[config.mk]
export PLATFORM = sky130hd
export DESIGN_NAME = srff_edge
export DESIGN_NICKNAME = d
export VERILOG_FILES = /design/src/rtl/srff_pkg.sv /design/src/rtl/srff_edge_det.sv /design/src/rtl/srff_core.sv /design/src/rtl/srff_edge.sv
export SDC_FILE = /design/constraint.sdc
export NUM_CORES = 1
export LEC_CHECK = 0
export ABC_AREA = 1
export BUFFER_PORTS_ARGS = -buffer_cell sky130_fd_sc_hd__buf_4
export CELL_PAD_IN_SITES_DETAIL_PLACEMENT = 0
export CELL_PAD_IN_SITES_GLOBAL_PLACEMENT = 1
export CORE_AREA = 2 2 39 41
export CTS_CLUSTER_DIAMETER = 120
export CTS_CLUSTER_SIZE = 20
export DETAILED_ROUTE_END_ITERATION = 6
export DIE_AREA = 0 0 41 43
export GPL_TIMING_DRIVEN = 0
export HOLD_SLACK_MARGIN = 0.05
export PLACE_DENSITY = 0.4
export SLEW_MARGIN = 20
export SYNTH_ARGS = -nofsm -noshare
export SYNTH_HDL_FRONTEND = slang
export SYNTH_SLANG_ARGS = --single-unit
[constraint.sdc]
create_clock -name clk -period 1.1 [get_ports clk]
set_input_delay 0.055 -clock clk [delete_from_list [all_inputs] [get_ports clk]]
set_output_delay 0.055 -clock clk [all_outputs]
set_load 0.05 [all_outputs]
[src/rtl/srff_pkg.sv]
package srff_pkg;

    // number of control inputs watched for transitions
    localparam int unsigned NUM_CTL = 2;
    localparam int unsigned IDX_SET = 0;
    localparam int unsigned IDX_CLR = 1;

    // value the stored bit takes in reset
    localparam logic START_Q = 1'b1;

    typedef struct packed {
        logic clr;
        logic set;
    } ctl_t;

    typedef enum logic [1:0] {
        ACT_HOLD = 2'd0,
        ACT_SET  = 2'd1,
        ACT_CLR  = 2'd2
    } act_e;

    // clear wins when both rise together, keeping runs deterministic
    function automatic act_e pick_action(input ctl_t rise);
        if (rise.clr)      return ACT_CLR;
        else if (rise.set) return ACT_SET;
        else               return ACT_HOLD;
    endfunction

endpackage

[src/rtl/srff_edge_det.sv]
module srff_edge_det #(
    parameter int unsigned WIDTH = 2
) (
    input  logic             clk,
    input  logic             rst,
    input  logic [WIDTH-1:0] din,
    output logic [WIDTH-1:0] rise
);

    logic [WIDTH-1:0] prev;

    for (genvar i = 0; i < WIDTH; i++) begin : g_chan
        always_ff @(posedge clk) begin
            if (rst) prev[i] <= 1'b0;
            else     prev[i] <= din[i];
        end

        assign rise[i] = din[i] & ~prev[i];

        // history is low on the first cycle out of reset
        assert_hist_clear_R6: assert property (@(posedge clk)
            $past(rst) |-> (rise[i] == din[i]));
    end

endmodule

[src/rtl/srff_core.sv]
module srff_core
    import srff_pkg::*;
(
    input  logic clk,
    input  logic rst,
    input  ctl_t rise,
    output logic q,
    output logic q_n
);

    act_e act;

    assign act = pick_action(rise);

    // two separate flops, so the complement is a register output too
    always_ff @(posedge clk) begin
        if (rst) begin
            q   <= START_Q;
            q_n <= ~START_Q;
        end else begin
            unique case (act)
                ACT_SET: begin
                    q   <= 1'b1;
                    q_n <= 1'b0;
                end
                ACT_CLR: begin
                    q   <= 1'b0;
                    q_n <= 1'b1;
                end
                default: begin
                    q   <= q;
                    q_n <= q_n;
                end
            endcase
        end
    end

    assert_set_edge_R1: assert property (@(posedge clk) disable iff (rst)
        (rise.set && !rise.clr) |=> q);

    assert_clr_edge_R2: assert property (@(posedge clk) disable iff (rst)
        (rise.clr && !rise.set) |=> !q);

    assert_compl_R3: assert property (@(posedge clk) disable iff (rst)
        !$past(rst) |-> (q != q_n));

    assert_hold_R4: assert property (@(posedge clk) disable iff (rst)
        (!rise.set && !rise.clr) |=> $stable(q));

endmodule

[src/rtl/srff_edge.sv]
module srff_edge
    import srff_pkg::*;
(
    input  logic clk,
    input  logic rst,
    input  logic set_in,
    input  logic clr_in,
    output logic q,
    output logic q_n
);

    logic [NUM_CTL-1:0] ctl_vec;
    logic [NUM_CTL-1:0] rise_vec;
    ctl_t               rise;

    assign ctl_vec[IDX_SET] = set_in;
    assign ctl_vec[IDX_CLR] = clr_in;

    srff_edge_det #(
        .WIDTH(NUM_CTL)
    ) u_edge (
        .clk  (clk),
        .rst  (rst),
        .din  (ctl_vec),
        .rise (rise_vec)
    );

    assign rise.set = rise_vec[IDX_SET];
    assign rise.clr = rise_vec[IDX_CLR];

    srff_core u_core (
        .clk  (clk),
        .rst  (rst),
        .rise (rise),
        .q    (q),
        .q_n  (q_n)
    );

    assert_start_value_R5: assert property (@(posedge clk)
        $past(rst) |-> (q == START_Q && q_n == ~START_Q));

endmodule

After elaboration in Yosys (flattened, before gate mapping) --
Index checks and enable logic that the tools add are counted.
Cells by class: equality and inequality tests 2, muxes and demuxes 4, bitwise logic cells 4, reduce and logical (&&, ||, !) cells 1
Operators by type and width (count):
- one-hot mux 1 bit (2 select lines) | 2
- bitwise AND 1 bit | 2
- == test 2 x 1 -> 1 bit, second input constant | 1
- == test 2 bit, second input constant | 1
- two-way mux 2 bit | 1
- NOT 1 bit | 2
- nonzero test 2 bit | 1
- two-way mux 1 bit | 1
Word-level totals: flip-flop bits (word level) 4, bits of input ports 4, output and inout bits 2, word-level logic and storage cells 15

Logic depth before layout (Yosys ltp) --
word-level depth 6, mapped depth 5

Cells and area by module --
A second synthesis with hierarchy kept.
Second synthesis, totals: cell total of the unflattened synthesis 16, area, all modules 133.9 um^2
By module, submodules not included:
- srff_core | times used 1, cells each 8, area each 71.3 um^2
- srff_edge_det | times used 1, cells each 8, area each 62.6 um^2

Worst setup path after synthesis --
OpenSTA, ideal clock, no wires.
kind flip-flop to flip-flop, from register u_core.q (netlist name), to register u_core.q, library setup time 58 ps, arrival time 831 ps, data required time 1042 ps, path slack 211 ps, stages on the path, launching flop included 5, path buffers 0, clock period less this slack 889 ps, cell sequence dfxtp_1 -> inv_1 -> nand2_1 -> nand2_1 -> nand2_1
RTL lines:
- end signal, assigned | RTL line srff_core.sv:31 | q <= q;
- end, declared | RTL line srff_core.sv:7 | output logic q,

Worst setup path after layout --
from register u_core.q_n, to output q_n
RTL lines:
- start, declared | RTL line srff_core.sv:8 | output logic q_n
- start signal, assigned | RTL line srff_core.sv:19 | q_n <= ~START_Q;
- start signal, assigned | RTL line srff_core.sv:32 | q_n <= q_n;
- end, declared | RTL line srff_edge.sv:9 | output logic q_n
No word-level cell between the ends.

==> implementation parameters <==
Parameter                              Value

Outcome
  Outcome    complete, no violations

Clock network
  Clock tree buffer depth    2
  Clock tree sinks    4
  Number of H-tree branching levels    1
  Later-pin clock latency in the skew report    230 ps
  Clk slew on worst S/H paths    40 ps
  Number of buffers inserted during clock tree synthesis    3
  CTS tree    yes
  Clock Tree Root    sky130_fd_sc_hd__clkbuf_4
  CTS-repair resized insts    0

Layout
  Non-Filler Cell Area, Final    259 µm²
  Layout area overhead    73.9%
  Number of diodes    0
  Total Nets Final    36
  Fill cell count    164
  Share of layout cells above drive strength 1    40.0%
  Non-filler cells, final    46

Power and ir drop
  Static leakage    0.135 nW
  Total power of the final layout    0.000404 W
  Worst supply voltage drop on vdd    0.000337 V
  PD cells    1560 nW/µm²

Critical path
  Buf/Inv on CP    1
  Number of cells on the worst reg-to-reg path    5
  Number of logic stages on the critical path including buffering    1
  Kind of critical path    flop to primary output
  Data arrival at the endpoint of the critical path    770 ps
  Critical path capture point type    primary output
  CP top delay family    flip-flops
  Slowest Stage Delay on Critical Path    330 ps
  Data required time at the worst endpoint    1040 ps
  Peak fanout along the critical path    2
  Critical Path Source Type    flop
  Library cell contributing the largest single delay on the critical path    sky130_fd_sc_hd__dfxtp_1
  Worst-path cell chain    buf_4

GRT
  Vias in the first global route    149
  Largest net degree at the start of global routing    5
  GRT met1 Usage    6.45%
  Aggregate global routing overflow    0
  GRT met3 Usage    4.71%
  Tot GR Track Use    5.43%
  Busiest layer in global routing    met1
  Antenna violations before repair    0
  Global-route track usage on met2    5.00%
  First-pass GRT wire length    552 µm

Yosys
  Synthesized area    149 µm²
  Synth Area per Inst    7.84 µm²
  Yosys Warn Count    0
  Number of distinct library cell variants in the gate-level netlist after synthesis    6
  FF+latch count, synth    4
  Top cells by count, synth    6 x sky130_fd_sc_hd__inv_1, 4 x sky130_fd_sc_hd__dfxtp_1, 3 x sky130_fd_sc_hd__nand2_1, 3 x sky130_fd_sc_hd__nand2_2, 2 x sky130_fd_sc_hd__nor2_1
  Fraction of synthesis flops using an asynchronous set or reset pin    0%
  Library cell with the highest instance count after synthesis    sky130_fd_sc_hd__inv_1
  Number of nets in the synthesized netlist    23
  Part of the Yosys area used for sequential elements    53.8%
  Number of standard cells after synthesis    19
  Synth top area share    53.8%
  Largest area contributor in the netlist    sky130_fd_sc_hd__dfxtp_1
  EDFF count, synth    0
  Leading cell types by total area after synthesis    sky130_fd_sc_hd__dfxtp_1 54%, sky130_fd_sc_hd__inv_1 15%, sky130_fd_sc_hd__nand2_2 13%
  Most instantiated flip-flop cell in the synthesis netlist    sky130_fd_sc_hd__dfxtp_1

Timing
  Max-slew headroom at the worst pin    90.2%
  Measured slew at the worst slew-check pin    148 ps
  Setup Skew    0.381 ps
  Minimum period implied by the final worst setup slack    821 ps
  Number of hold violations in the final report    0
  Timing-limited maximum frequency    1.22 GHz
  Setup violation total in the final timing report    0
  Fin. max-slew vios    0
  Final worst setup slack    279 ps
  Total negative setup slack    0 ps
  Part of the cycle the worst path needs    74.7%
  Unrepaired setup endpoints after global routing    no

Routing
  Wirelength per Cell    5.91 µm
  Post-route DRC violation count    0
  Detailed Routing Iterations Pass 1    2
  Post-route antenna net violation count    0
  Overall via count from detail_route    137
  Starting DRT DRC Count    2
  DRT Wirelength    272 µm
  Via density per instance    2.98

Run
  Maximum Capacitance Violations    0

Floorplan
  Placeable core area    1380 µm²
  Total die area    1760 µm²
  IO Count    6
  Floorplan row count    14
  Die Span X    41 µm
  Starting density of the core    10.8%
  Chip Height    43 µm

Placement
  Cell area after placement    206 µm²
  Worst slack at placement    464 ps
  Port Buf Inserts    5
  Weighted congestion reported at the end of routability-driven placement    0.596
  Placed Cells    40

Hold path
  Count of cells along the worst hold path    2
  Hold/Removal Path Class    flop to flop
==> cells by family (layout without fill, tap and decap cells) <==
group	Yosys count	after routing	share of synthesized area [%]
flops	4	4	53.8
buf+inv	6	17	15.1
simple gates	8	8	25.2
compound gates	1	1	5.88
==> metrics by stage <==
stage	hold slack (ps)	util [%]
global route	490	18.7
global placement	244	14.9
detailed placement	246	14.9
finish	458	18.7
CTS	462	18.7
floorplan	117	-
==> power by group <==
| part | internal (W) | switching [W] |
|---|---|---|
| logic | 0.0000287 | 0.0000368 |
| clock network | 0.000122 | 0.0000583 |
| registers | 0.000155 | 0.00000350 |
==> area by class of cell <==
class / instances / area, µm² / area share [%]
sequential: 4 / 80.1 / 30.9
clock buffer: 3 / 22.5 / 8.70
timing repair buffer: 8 / 67.6 / 26.1
multi-input combinational: 9 / 46.3 / 17.9
tap: 16 / 20.0 / 7.73
inverter: 6 / 22.5 / 8.70
==> flip-flops by register name (all words and copies together), names as in the netlist <==
register     flops
u_edge.prev      2
u_core.q         1
u_core.q_n       1
==> what timing repair did <==
item,CTS,global route
hold endpoints to repair,4,0
buffers inserted,0,0
hold buffers,3,0
==> metal layers <==
layer / vias up / part of all wire, % / wire [µm]
met5: - / 0 / 0
met4: 0 / 0 / 0
met2: 8 / 39 / 106
met1: 54 / 47 / 127
li1: 75 / - / -
met3: 0 / 14 / 39
==> placed cells by master, fill, tap and decap left out <==
| cell | instances |
|---|---|
| sky130_fd_sc_hd__dlygate4sd3_1 | 3 |
| sky130_fd_sc_hd__buf_4 | 5 |
| sky130_fd_sc_hd__a21oi_2 | 1 |
| sky130_fd_sc_hd__dfxtp_1 | 4 |
| sky130_fd_sc_hd__nand2_2 | 3 |
| sky130_fd_sc_hd__inv_1 | 6 |
| sky130_fd_sc_hd__nor2_1 | 2 |
| sky130_fd_sc_hd__clkbuf_4 | 3 |
| sky130_fd_sc_hd__nand2_1 | 3 |
==> worst paths after layout <==
check | startpoint | to | slack (ps)
max | u_core.q_n | q_n | 280
min | u_core.q_n | u_core.q_n | 460
max reg2reg | u_edge.prev[0] | u_core.q | 460
min reg2reg | u_core.q_n | u_core.q_n | 460
(Power assumes the default switching activity.)
